<file path="src/rtl/cad_pkg.sv">
package cad_pkg;

    typedef enum logic [2:0] {
        ST_IDLE,
        ST_PAIR1,
        ST_PAIR2,
        ST_DEC,
        ST_LAUNCH,
        ST_WAIT,
        ST_FIN
    } cad_state_e;

endpackage

</file>
<file path="src/rtl/cad_alu.sv">
module cad_alu #(
    parameter int W = 8
) (
    input  logic         sub,
    input  logic [W-1:0] x,
    input  logic [W-1:0] y,
    output logic [W-1:0] r
);
    // Single shared adder; subtraction by inverted operand and carry-in.
    always_comb begin
        r = x + (sub ? ~y : y) + {{(W-1){1'b0}}, sub};
    end
endmodule

</file>
<file path="src/rtl/cad_mul.sv">
module cad_mul #(
    parameter int W   = 8,
    parameter int LAT = 4
) (
    input  logic         clk,
    input  logic         rst_n,
    input  logic         go,
    input  logic [W-1:0] opa,
    input  logic [W-1:0] opb,
    output logic         done,
    output logic [W-1:0] res
);
    localparam int STEP = W / LAT;
    localparam int CW   = (LAT > 1) ? $clog2(LAT) : 1;

    typedef struct packed {
        logic         run;
        logic [CW-1:0] cnt;
        logic [W-1:0] acc;
        logic [W-1:0] mc;
        logic [W-1:0] mp;
        logic         done;
    } mul_t;

    mul_t mul_d, mul_q;

    always_comb begin
        mul_d      = mul_q;
        mul_d.done = 1'b0;
        if (go) begin
            mul_d.run = 1'b1;
            mul_d.cnt = '0;
            mul_d.acc = '0;
            mul_d.mc  = opa;
            mul_d.mp  = opb;
        end else if (mul_q.run) begin
            for (int i = 0; i < STEP; i++) begin
                if (mul_d.mp[0]) mul_d.acc = mul_d.acc + mul_d.mc;
                mul_d.mc = mul_d.mc << 1;
                mul_d.mp = mul_d.mp >> 1;
            end
            if (mul_q.cnt == CW'(LAT - 1)) begin
                mul_d.run  = 1'b0;
                mul_d.done = 1'b1;
            end else begin
                mul_d.cnt = mul_q.cnt + 1'b1;
            end
        end
    end

    always_ff @(posedge clk or negedge rst_n) begin
        if (!rst_n) mul_q <= '0;
        else        mul_q <= mul_d;
    end

    assign done = mul_q.done;
    assign res  = mul_q.acc;

    AST_MUL_NO_RESTART: assert property (@(posedge clk) disable iff (!rst_n)
        go |-> !mul_q.run);

endmodule

</file>
<file path="src/rtl/cad_div.sv">
module cad_div #(
    parameter int W   = 8,
    parameter int LAT = 4
) (
    input  logic         clk,
    input  logic         rst_n,
    input  logic         go,
    input  logic [W-1:0] opa,
    input  logic [W-1:0] opb,
    output logic         done,
    output logic [W-1:0] res
);
    localparam int STEP = W / LAT;
    localparam int CW   = (LAT > 1) ? $clog2(LAT) : 1;

    typedef struct packed {
        logic          run;
        logic [CW-1:0] cnt;
        logic [W:0]    rem;
        logic [W-1:0]  quo;
        logic [W-1:0]  dvs;
        logic          neg;
        logic          done;
    } div_t;

    div_t div_d, div_q;

    always_comb begin
        div_d      = div_q;
        div_d.done = 1'b0;
        if (go) begin
            div_d.run = 1'b1;
            div_d.cnt = '0;
            div_d.rem = '0;
            div_d.neg = opa[W-1] ^ opb[W-1];
            div_d.quo = opa[W-1] ? (~opa + 1'b1) : opa;
            div_d.dvs = opb[W-1] ? (~opb + 1'b1) : opb;
        end else if (div_q.run) begin
            for (int i = 0; i < STEP; i++) begin
                div_d.rem = {div_d.rem[W-1:0], div_d.quo[W-1]};
                div_d.quo = {div_d.quo[W-2:0], 1'b0};
                if (div_d.rem >= {1'b0, div_d.dvs}) begin
                    div_d.rem    = div_d.rem - {1'b0, div_d.dvs};
                    div_d.quo[0] = 1'b1;
                end
            end
            if (div_q.cnt == CW'(LAT - 1)) begin
                div_d.run  = 1'b0;
                div_d.done = 1'b1;
            end else begin
                div_d.cnt = div_q.cnt + 1'b1;
            end
        end
    end

    always_ff @(posedge clk or negedge rst_n) begin
        if (!rst_n) div_q <= '0;
        else        div_q <= div_d;
    end

    assign done = div_q.done;
    assign res  = div_q.neg ? (~div_q.quo + 1'b1) : div_q.quo;

    AST_DIV_NO_RESTART: assert property (@(posedge clk) disable iff (!rst_n)
        go |-> !div_q.run);

endmodule

</file>
<file path="src/rtl/cond_arith_dp.sv">
module cond_arith_dp #(
    parameter int W   = 8,
    parameter int LAT = 4
) (
    input  logic         clk,
    input  logic         rst_n,
    input  logic         start,
    input  logic [W-1:0] opnd_x,
    input  logic [W-1:0] opnd_y,
    output logic         pair_sel,
    output logic [W-1:0] p,
    output logic         done
);
    import cad_pkg::*;

    localparam logic [W-1:0] ONE  = W'(1);
    localparam logic [W-1:0] TWO  = W'(2);
    localparam logic [W-1:0] FOUR = W'(4);

    typedef struct packed {
        cad_state_e   st;
        logic [W-1:0] ix;
        logic [W-1:0] iy;
        logic [W-1:0] rs;
        logic [W-1:0] rt;
        logic [W-1:0] rd;
        logic         odd;
        logic [W-1:0] p;
        logic         done;
    } ctl_t;

    ctl_t ctl_d, ctl_q;

    logic         alu_sub;
    logic [W-1:0] alu_x, alu_y, alu_r;
    logic         unit_go;
    logic [W-1:0] mul_a, mul_res, div_res;
    logic         mul_done, div_done;

    cad_alu #(.W(W)) u_alu (
        .sub(alu_sub), .x(alu_x), .y(alu_y), .r(alu_r)
    );

    cad_mul #(.W(W), .LAT(LAT)) u_mul (
        .clk(clk), .rst_n(rst_n), .go(unit_go), .opa(mul_a), .opb(TWO),
        .done(mul_done), .res(mul_res)
    );

    cad_div #(.W(W), .LAT(LAT)) u_div (
        .clk(clk), .rst_n(rst_n), .go(unit_go), .opa(ctl_q.rt), .opb(FOUR),
        .done(div_done), .res(div_res)
    );

    assign mul_a = ctl_q.odd ? ctl_q.rs : ctl_q.rt;

    always_comb begin
        ctl_d      = ctl_q;
        ctl_d.ix   = opnd_x;
        ctl_d.iy   = opnd_y;
        ctl_d.done = 1'b0;
        alu_sub    = 1'b0;
        alu_x      = ctl_q.ix;
        alu_y      = ctl_q.iy;
        unit_go    = 1'b0;
        case (ctl_q.st)
            ST_IDLE: begin
                if (start) ctl_d.st = ST_PAIR1;
            end
            ST_PAIR1: begin
                ctl_d.rs  = alu_r;
                ctl_d.odd = alu_r[0];
                ctl_d.rd  = ctl_q.iy;
                ctl_d.st  = ST_PAIR2;
            end
            ST_PAIR2: begin
                ctl_d.rt = alu_r;
                ctl_d.st = ctl_q.odd ? ST_DEC : ST_LAUNCH;
            end
            ST_DEC: begin
                alu_sub  = 1'b1;
                alu_x    = ctl_q.rt;
                alu_y    = ONE;
                ctl_d.rt = alu_r;
                ctl_d.st = ST_LAUNCH;
            end
            ST_LAUNCH: begin
                unit_go  = 1'b1;
                ctl_d.st = ST_WAIT;
            end
            ST_WAIT: begin
                if (mul_done) ctl_d.st = ST_FIN;
            end
            ST_FIN: begin
                alu_x      = mul_res;
                alu_y      = ctl_q.odd ? div_res : ctl_q.rd;
                ctl_d.p    = alu_r;
                ctl_d.done = 1'b1;
                ctl_d.st   = ST_IDLE;
            end
            default: ctl_d.st = ST_IDLE;
        endcase
    end

    always_ff @(posedge clk or negedge rst_n) begin
        if (!rst_n) begin
            ctl_q    <= '0;
            ctl_q.st <= ST_IDLE;
        end else begin
            ctl_q <= ctl_d;
        end
    end

    assign pair_sel = (ctl_q.st == ST_PAIR1);
    assign p        = ctl_q.p;
    assign done     = ctl_q.done;

    AST_DONE_PULSE: assert property (@(posedge clk) disable iff (!rst_n)
        done |=> !done);
    AST_P_HELD: assert property (@(posedge clk) disable iff (!rst_n)
        !done |-> $stable(p));
    AST_PAIR_PULSE: assert property (@(posedge clk) disable iff (!rst_n)
        pair_sel |=> !pair_sel);
    AST_BUSY_START: assert property (@(posedge clk) disable iff (!rst_n)
        (start && ctl_q.st != ST_IDLE) |=> !pair_sel);
    AST_UNITS_LOCKSTEP: assert property (@(posedge clk) disable iff (!rst_n)
        mul_done |-> div_done);

endmodule

</file>
<file path="config.mk">
export PLATFORM = sky130hd
export DESIGN_NAME = cond_arith_dp
export DESIGN_NICKNAME = d
export VERILOG_FILES = /design/src/rtl/cad_pkg.sv /design/src/rtl/cad_alu.sv /design/src/rtl/cad_mul.sv /design/src/rtl/cad_div.sv /design/src/rtl/cond_arith_dp.sv
export SDC_FILE = /design/constraint.sdc
export NUM_CORES = 1
export LEC_CHECK = 0
export BUFFER_PORTS_ARGS = -buffer_cell sky130_fd_sc_hd__buf_2
export CORE_UTILIZATION = 55
export CTS_CLUSTER_SIZE = 12
export DETAILED_ROUTE_END_ITERATION = 8
export PLACE_DENSITY_LB_ADDON = 0.12
export SETUP_SLACK_MARGIN = 0.5
export SLEW_MARGIN = 15
export SYNTH_ARGS = -nofsm -noshare
export SYNTH_HDL_FRONTEND = slang
export SYNTH_SLANG_ARGS = --single-unit
export TNS_END_PERCENT = 30
</file>
<file path="constraint.sdc">
create_clock -name clk -period 3.4 [get_ports clk]
set_clock_uncertainty 0.05 [all_clocks]
set_input_delay 0.17 -clock clk [delete_from_list [all_inputs] [get_ports clk]]
set_output_delay 0.17 -clock clk [all_outputs]
set_load 0.01 [all_outputs]
</file>
==> results.json, run 1 <==
{
  "startpoint": "u_mul.mul_q[9]",
  "gp_congestion": 0.912,
  "reg2reg_to": "u_mul.res[7]",
  "ir_worst_vdd_mv": 0.544,
  "ys_seq_area_share_pct": 40.2,
  "crit_type": "register to register",
  "ys_ff_latch": 97,
  "layout_min_cycle_time_ns": 3.38,
  "synth_nets": 715,
  "die_y_um": 107,
  "hp-start": "start",
  "min_period_over_period_pct": 99.3,
  "slew_violations": 0,
  "cts_max_level": 3,
  "relSlewSlack_pct": 32.2,
  "critPathMaxFanout": 4,
  "yosysTopAreaCell": "dfrtp_1",
  "ys_top_cells_by_area": "dfrtp_1, nand2_1, ha_1",
  "num_rows": 37,
  "startpoint_type": "register",
  "cp.arrival_ns": 3.60,
  "slowest_delay_ns": 0.49,
  "cts_buffers": 9,
  "antennaDiodeCount": 0,
  "synth_cell_types": 67,
  "cts_tree": "built",
  "cts.clk_slew.worst_paths_ns": 0.10,
  "async_flop_share_pct": 100,
  "setup_viol_count_final": 0,
  "vias": 5208,
  "worstHoldPathType": "input pin to register",
  "ioPinCount": 29,
  "worst-path-buf-inv": 1,
  "wl_um": 15200,
  "coreArea_um2": 10500,
  "synth-main-ff-cell": "dfrtp_1",
  "worstPathCellList": "ha_2 -> fa_2 -> a21o_1 -> a21oi_2 -> buf_4 -> o2111ai_1 -> o2111ai_2 -> ha_4 -> o311ai_4 -> a211oi_2 -> or4b_4 -> and3_4 -> o21a_1",
  "fmax_ghz": 0.296,
  "dieArea_um2": 11400,
  "rr_worst_depth": 13,
  "die_w_um": 107,
  "synth_top_cell_area_share_pct": 40.2,
  "cp.required_ns": 3.62,
  "syn_inst": 666,
  "cp-end-kind": "register",
  "gr-total-overflow": 0,
  "nNetsFinal": 772,
  "drive_gt1_share_pct": 24.7,
  "clock_path_buffers": 2,
  "cts_sinks": 97,
  "netlist_area_um2": 6040,
  "cts_root_buf": "clkbuf_8",
  "wl_per_cell_um": 17.6,
  "grt_pass1_wl_um": 24400,
  "crit_end": "u_mul.res[7]",
  "io_buffers": 28,
  "power_density_nw_per_um2": 1010,
  "fin_tns_setup_ns": 0,
  "first_iter_violations": 307,
  "dpl.hpwl_um": 9990,
  "grt_pass1_vias": 5000,
  "r2r_slack_ns": 0.02,
  "first_pass_iters": 5,
  "synth_edf_count": 0,
  "grt_max_degree": 82,
  "vias_per_cell": 6.03,
  "ys.warnings.count": 0,
  "ant_nets": 0,
  "area_growth_syn_to_layout_pct": 21.0,
  "initial_utilization_pct": 57.7,
  "whs_ns": 0.149,
  "avgSynthCellArea_um2": 9.07,
  "rsz0062_at_grt": "true",
  "r2r-start": "u_mul.mul_q[9]",
  "p_leak_nw": 3.26,
  "layout_commonest_cell": "nand2_1",
  "post-route-drc-count": 0,
  "outcome": "completed",
  "crit_family": "compound AO/OA/AOI/OAI gates",
  "hold_violations": 0,
  "max-cap-violations": 0,
  "clock_latency_ns": 0.38,
  "fill_cells": 810,
  "layout.cells.most_common_list": "nand2_1, dfrtp_1, o21ai_0",
  "cp.depth": 13,
  "tightest_slew_ns": 1.02,
  "antenna_found_initial": 0,
  "critPathSlowestCell": "or4b_4",
  "track_usage_pct": 27.5
}
==> what timing repair did <==
item / CTS / global route
gates cloned: 0 / 1
endpoints found under the hold margin: 95 / 0
pin swaps: 27 / 30
setup buffers: 11 / 14
hold buffers: 17 / 0
gates resized for setup: 47 / 39
endpoints found under the setup margin: 11 / 13
==> per-stage QoR <==
stage / power [mW] / worst slack (ns) / instance area (µm²) / std cells / utilization, %
after floorplan: 4.96 / 0.193 / 6090 / 666 / -
after global placement: 5.73 / 0.0421 / 6340 / 805 / 60.6
after detailed placement: 5.85 / -0.0415 / 6340 / 805 / 60.6
after CTS: 7.06 / -0.00770 / 7010 / 849 / 67.0
after global routing: 7.97 / -0.0981 / 7310 / 864 / 69.9
final: 7.41 / 0.0223 / 7310 / 864 / 69.9
==> routing by layer <==
metal,track usage (%),vias to the layer above,part of all wire [%]
met1,35.4,2561,45
met2,46.1,139,48
met3,3.83,40,4.2
met4,11.9,0,3.2
li1,-,2468,-
met5,0,-,0
==> flip-flops by register name (all words and copies together) (netlist names) <==
signal,cells
u_mul.res,8
done,1
p,8
u_mul.mul_q,15
u_div.div_q,21
u_mul.done,1
ctl_q,43
==> cell type report <==
type                       count  area [µm²]  area share, %
multi-input combinational    508        3720           51.0
sequential                    97        2440           33.3
timing repair buffer          88         673           9.21
tap                          136         170           2.33
clock buffer                  10         138           1.88
clock inverter                 6        91.3           1.25
inverter                      19        76.3           1.04
==> Yosys cell counts, drive strengths merged (11+ instances only) <==
cell type	count
ha	27
nand2	102
clkbuf	28
o21ai	57
nand2b	23
xor2	11
mux2i	25
inv	19
buf	14
a211oi	18
a21oi	34
nor2b	15
o211ai	12
dfrtp	97
nor2	37
xnor2	12
==> worst min path at each step <==
stage                endpoint  cells past startpoint
global route        ctl_q[50]                      5
global placement    ctl_q[49]                      1
floorplan           ctl_q[10]                      0
CTS                 ctl_q[50]                      5
detailed placement  ctl_q[43]                      1
finish              ctl_q[50]                      5
==> worst reg2reg max path, delay by kind of cell, from the launching register on <==
family | cells | cell delay, ns
AOI/OAI and AO/OA | 7 | 1.20
adders and majority gates | 3 | 0.83
buffers and inverters | 1 | 0.14
DFF | 1 | 0.40
and+or+nand+nor | 2 | 0.67
==> kinds of logic (layout without fill, tap and decap cells) <==
family / count (synthesis) / after routing / synth area share [%]
multiplexers: 31 / 31 / 5.26
flip-flops: 97 / 97 / 40.2
buffers and inverters: 61 / 123 / 4.45
AO/OA/AOI/OAI: 177 / 177 / 19.2
adder cells (fa/ha/maj): 30 / 30 / 6.59
AND/OR/NAND/NOR: 247 / 247 / 21.0
XOR/XNOR: 23 / 23 / 3.34
==> report_power, final <==
| group | leakage [nW] | internal (mW) | switching, mW | total [mW] |
|---|---|---|---|---|
| Sequential | 1.17 | 1.62 | 0.621 | 2.24 |
| Clock | 0.116 | 0.437 | 0.427 | 0.865 |
| Combinational | 1.97 | 1.95 | 2.35 | 4.30 |
No activity file was read; power rests on OpenSTA's default activity.
==> inputs of run 2 (changes only) <==
Settings changed: BUFFER_PORTS_ARGS -buffer_cell sky130_fd_sc_hd__buf_2 to unset, DONT_BUFFER_PORTS set to 1.
==> run 2 against run 1 <==
Compared with the run above:
- global-route usage rose by 0.44 points
- critical path depth is the same
- worst hold slack got worse by 0.067 ns
- fmax is 0.58% higher
- first-iteration DRC count increased by 9.4%
- combinational power decreased by 1%
- cell area is 2.8% lower
- setup slack gained 0.020 ns
- non-clock buffer count fell by 33
- total power is 0.40% lower
==> results.json, run 2 (synthesis gave the netlist of run 1 again) <==
{
  "cts_max_level": 3,
  "coreArea_um2": 10500,
  "ant_nets": 0,
  "largest_reg_flops": 43,
  "track_usage_pct": 27.9,
  "dpl.hpwl_um": 9970,
  "whs_ns": 0.0825,
  "r2r_slack_ns": 0.04,
  "ir_worst_vdd_mv": 0.524,
  "area_growth_syn_to_layout_pct": 17.7,
  "total_power_mw": 7.38,
  "grt_pass1_wl_um": 24300,
  "crit_type": "register to register",
  "cts_tree": "built",
  "cts.clk_slew.worst_paths_ns": 0.09,
  "num_rows": 37,
  "clock_path_buffers": 2,
  "vias_per_cell": 6.03,
  "drive_gt1_share_pct": 18.8,
  "antenna_found_initial": 0,
  "fill_cells": 851,
  "cp.arrival_ns": 3.58,
  "vias": 5015,
  "min_to": "ctl_q[50]",
  "regMostFlops": "ctl_q",
  "die_y_um": 107,
  "max-cap-violations": 0,
  "layout_min_cycle_time_ns": 3.36,
  "cts_root_buf": "clkbuf_8",
  "multi_input_area_um2": 3700,
  "r2r-start": "u_mul.mul_q[10]",
  "reg.largest.list": "ctl_q x43, u_div.div_q x21, u_mul.mul_q x15",
  "p_leak_nw": 3.12,
  "seq_area_um2": 2430,
  "reg2reg_to": "u_mul.res[7]",
  "antennaDiodeCount": 0,
  "dieArea_um2": 11400,
  "outcome": "completed",
  "wl_um": 14900,
  "gr-total-overflow": 0,
  "die_w_um": 107,
  "min_period_over_period_pct": 98.8,
  "cp-end-kind": "register",
  "post-route-drc-count": 0,
  "worstHoldPathType": "input pin to register",
  "slew_violations": 0,
  "hold_path_depth": 4,
  "initial_utilization_pct": 57.7,
  "hold_violations": 0,
  "cp.required_ns": 3.63,
  "setup_viol_count_final": 0,
  "power_density_nw_per_um2": 1040,
  "fmax_ghz": 0.298,
  "critPathMaxFanout": 4,
  "hp-start": "start",
  "rr_worst_depth": 13,
  "io_buffers": 0,
  "first_pass_iters": 5,
  "gp_congestion": 0.924,
  "startpoint_type": "register",
  "startpoint": "u_mul.mul_q[10]",
  "first_iter_violations": 336,
  "cts_buffers": 9,
  "tightest_slew_ns": 1.02,
  "wl_per_cell_um": 18.0,
  "ioPinCount": 29,
  "layout.cells.most_common_list": "nand2_1, dfrtp_1, o21ai_0",
  "clock_latency_ns": 0.38,
  "rsz0062_at_grt": "true",
  "cts_sinks": 97,
  "layout_commonest_cell": "nand2_1",
  "relSlewSlack_pct": 31.9,
  "grt_max_degree": 98,
  "grt_pass1_vias": 4911,
  "nNetsFinal": 739
}
run 2: cell type report:
class,count,area share (%)
clock inverters,5,1.46
flip-flops and latches,97,34.3
well taps,136,2.39
multi-input cells,508,52.1
inverters,19,1.07
clock buffers,11,1.85
repair buffers,55,6.85
run 2: repair_timing:
item                                   4_1_cts  5_1_grt
gates resized for setup                     36       33
hold buffers                                18        0
endpoints found under the hold margin      113        0
setup buffers                               13        3
pin swaps                                   20       38
setup endpoints to repair                   10       13
run 2: routing by layer:
layer	GRT usage, %	vias up	wire [µm]
li1	-	2411	-
met1	37.7	2487	6840
met2	44.9	97	7270
met3	4.26	20	557
met4	11.5	0	284
met5	0	-	0
run 2: worst max path at each step:
stage,endpoint,slack (ns),cells after the start
2_1_floorplan,u_mul.res[7],0.19,13
3_3_place_gp,u_mul.res[7],0.03,13
3_5_place_dp,u_mul.res[7],-0.02,13
4_1_cts,u_mul.res[7],-0.02,13
5_1_grt,u_mul.res[7],-0.11,13
6_report,u_mul.res[7],0.04,13
run 2: worst max-delay path, cell delays in order, from the launching register on:
cell and delay, ns:
dfrtp_2 0.45, buf_4 0.15, fa_2 0.36, a21o_1 0.18, a21oi_2 0.18, xnor2_1 0.08
mux2_4 0.28, ha_4 0.29, o21ai_1 0.08, a211oi_2 0.22, a211oi_2 0.07, or4b_4 0.49
and3_1 0.18, o21a_1 0.18
run 2: power by group:
group / internal, mW / switching, mW
sequential: 1.62 / 0.617
combinational: 1.92 / 2.32
clock: 0.490 / 0.414
total: 4.03 / 3.35
run 2: stage by stage:
step	cells	TNS (ns)	instance area [µm²]	util (%)	setup WS, ns
after global routing	831	-0.111	7110	67.9	-0.111
after floorplan	666	0	6090	-	0.193
after detailed placement	781	-0.0236	6220	59.5	-0.0236
final	831	0	7110	67.9	0.0419
after global placement	781	0	6220	59.5	0.0291
after CTS	828	-0.0184	6920	66.1	-0.0184
==> inputs of run 3 (changes only) <==
Settings changed: SETUP_SLACK_MARGIN 0.5 to unset, SYNTH_HIERARCHICAL set to 1.
==> run 3 against run 2 <==
Compared with the run above:
- the flow now finishes with violations (negative setup slack)
- synthesized cell count up 18%
- register-to-register slack worse by 0.08 ns
- sequential cell count rose by 11
- cell area grew 28%
- final cell count up 28%
- setup slack got worse by 0.077 ns
- die area rose by 23%
- synthesized area up 24%
- critical path type unchanged
==> results.json, run 3 <==
{
  "cts_root_buf": "clkbuf_16",
  "die_w_um": 119,
  "fill_cells": 1038,
  "initial_utilization_pct": 56.4,
  "slew_violations": 0,
  "dieArea_um2": 14000,
  "first_iter_violations": 311,
  "largest_reg_flops": 43,
  "cts_buffers": 9,
  "multi_input_area_um2": 4770,
  "grt_pass1_wl_um": 31000,
  "ioPinCount": 29,
  "avgSynthCellArea_um2": 9.54,
  "cp-end-kind": "register",
  "io_buffers": 0,
  "antenna_found_initial": 0,
  "cts_sinks": 108,
  "wl_per_cell_um": 17.4,
  "layout_commonest_cell": "dfrtp_1",
  "startpoint_type": "register",
  "rsz0062_at_grt": "true",
  "cp.required_ns": 3.59,
  "antennaDiodeCount": 0,
  "relSlewSlack_pct": 32.7,
  "gr-total-overflow": 0,
  "vias_per_cell": 5.82,
  "ys.warnings.count": 6,
  "num_rows": 42,
  "hold_violations": 0,
  "setup_viol_count_final": 6,
  "cts_tree": "built",
  "violations": "negative setup slack",
  "seq_area_um2": 2700,
  "nNetsFinal": 943,
  "clock_latency_ns": 0.36,
  "area_growth_syn_to_layout_pct": 21.5,
  "whs_ns": 0.0890,
  "cts_max_level": 3,
  "reg.largest.list": "ctl_q x43, u_div/div_q x28, u_mul/mul_q x19",
  "vias": 6167,
  "cts.clk_slew.worst_paths_ns": 0.07,
  "max-cap-violations": 0,
  "fin_cells": 1060,
  "syn_inst": 783,
  "regMostFlops": "ctl_q",
  "netlist_area_um2": 7470,
  "tightest_slew_ns": 1.01,
  "crit_type": "register to register",
  "min_period_over_period_pct": 101,
  "grt_max_degree": 109,
  "grt_pass1_vias": 6445,
  "fin_ws_ns": -0.0352,
  "critPathMaxFanout": 6,
  "coreArea_um2": 13200,
  "post-route-drc-count": 0,
  "gp_congestion": 0.849,
  "die_y_um": 119,
  "cp.arrival_ns": 3.62,
  "layout.cells.most_common_list": "dfrtp_1, buf_4, nand2_1",
  "drive_gt1_share_pct": 27.1,
  "worstHoldPathType": "input pin to register",
  "fmax_ghz": 0.291,
  "first_pass_iters": 7,
  "ant_nets": 0,
  "wl_um": 18500,
  "layout_min_cycle_time_ns": 3.44,
  "dpl.hpwl_um": 13100,
  "track_usage_pct": 27.7,
  "outcome": "finished, violations left",
  "clock_path_buffers": 2,
  "dp_cells": 1016
}
-- run 3: cell count changes in the layout (fill, tap and decap cells not counted), moves of 11 or more --
cell     previous run  this run
buf_4              34        89
conb_1              0        29
dfrtp_1            91       107
inv_1              15        30
mux2_2              5        37
nand2_1           101        75
nor2_1             34        47
o22ai_1             0        11
or3_1               5        16
xnor2_1            11        26
-- run 3: final cells by class --
cell class,instances,share of cell area (%)
repair buffers,111,10.1
well taps,176,2.43
inverters,36,1.49
flip-flops and latches,108,29.8
clock inverters,6,0.869
multi-input cells,613,52.6
clock buffers,10,2.63
-- run 3: routing by layer --
layer,global-route usage [%],vias up,part of all wire (%)
li1,-,2960,-
met1,35.7,3022,44
met2,47.5,153,50
met3,4.01,32,3.7
met4,9.41,0,2.0
met5,0,-,0
-- run 3: what timing repair did --
action / in CTS / in global routing
hold endpoints to repair: 124 / 0
resized for setup: 35 / 28
buffers inserted: 7 / 3
hold buffers: 18 / 0
setup endpoints to repair: 12 / 17
gates cloned: 0 / 0
pin swaps: 21 / 26
-- run 3: worst paths after layout --
kind | start | end | slack, ns | cells after the start
worst min-delay path | start | ctl_q[50] | 0.09 | 3
worst max-delay path | u_mul/res[1] | u_mul/res[7] | -0.04 | 11
max in group asynchronous | rst_n | u_mul/res[1] | 2.44 | 2
worst min register to register | u_mul/mul_q[8] | u_mul/mul_q[8] | 0.45 | 1
worst max register to register | u_mul/res[1] | u_mul/res[7] | -0.04 | 11
min in group asynchronous | rst_n | ctl_q[34] | 0.42 | 2
-- run 3: metrics by stage --
stage	instance area (µm²)	utilization [%]	TNS, ns	setup slack (ns)
2_1_floorplan	7670	-	0	0.00668
3_3_place_gp	8200	61.9	-0.462	-0.0961
3_5_place_dp	8200	61.9	-1.24	-0.158
4_1_cts	8900	67.2	-0.0723	-0.0324
5_1_grt	9070	68.5	-1.56	-0.210
6_report	9070	68.5	-0.0930	-0.0352
-- run 3: worst max-delay path, cell delays in order, from the launching register on --
cell and delay, ns:
dfrtp_2 0.45, ha_1 0.32, a21oi_2 0.17, o22ai_1 0.12, or3_1 0.33, a31o_1 0.23, ha_1 0.20, or4_4 0.53
o211ai_4 0.26, nor3b_1 0.09, mux2_2 0.29, a2111o_1 0.28
Power of run 3 is not shown: default switching activity piles up to over one toggle a cycle in this logic, so the estimate is an artifact.
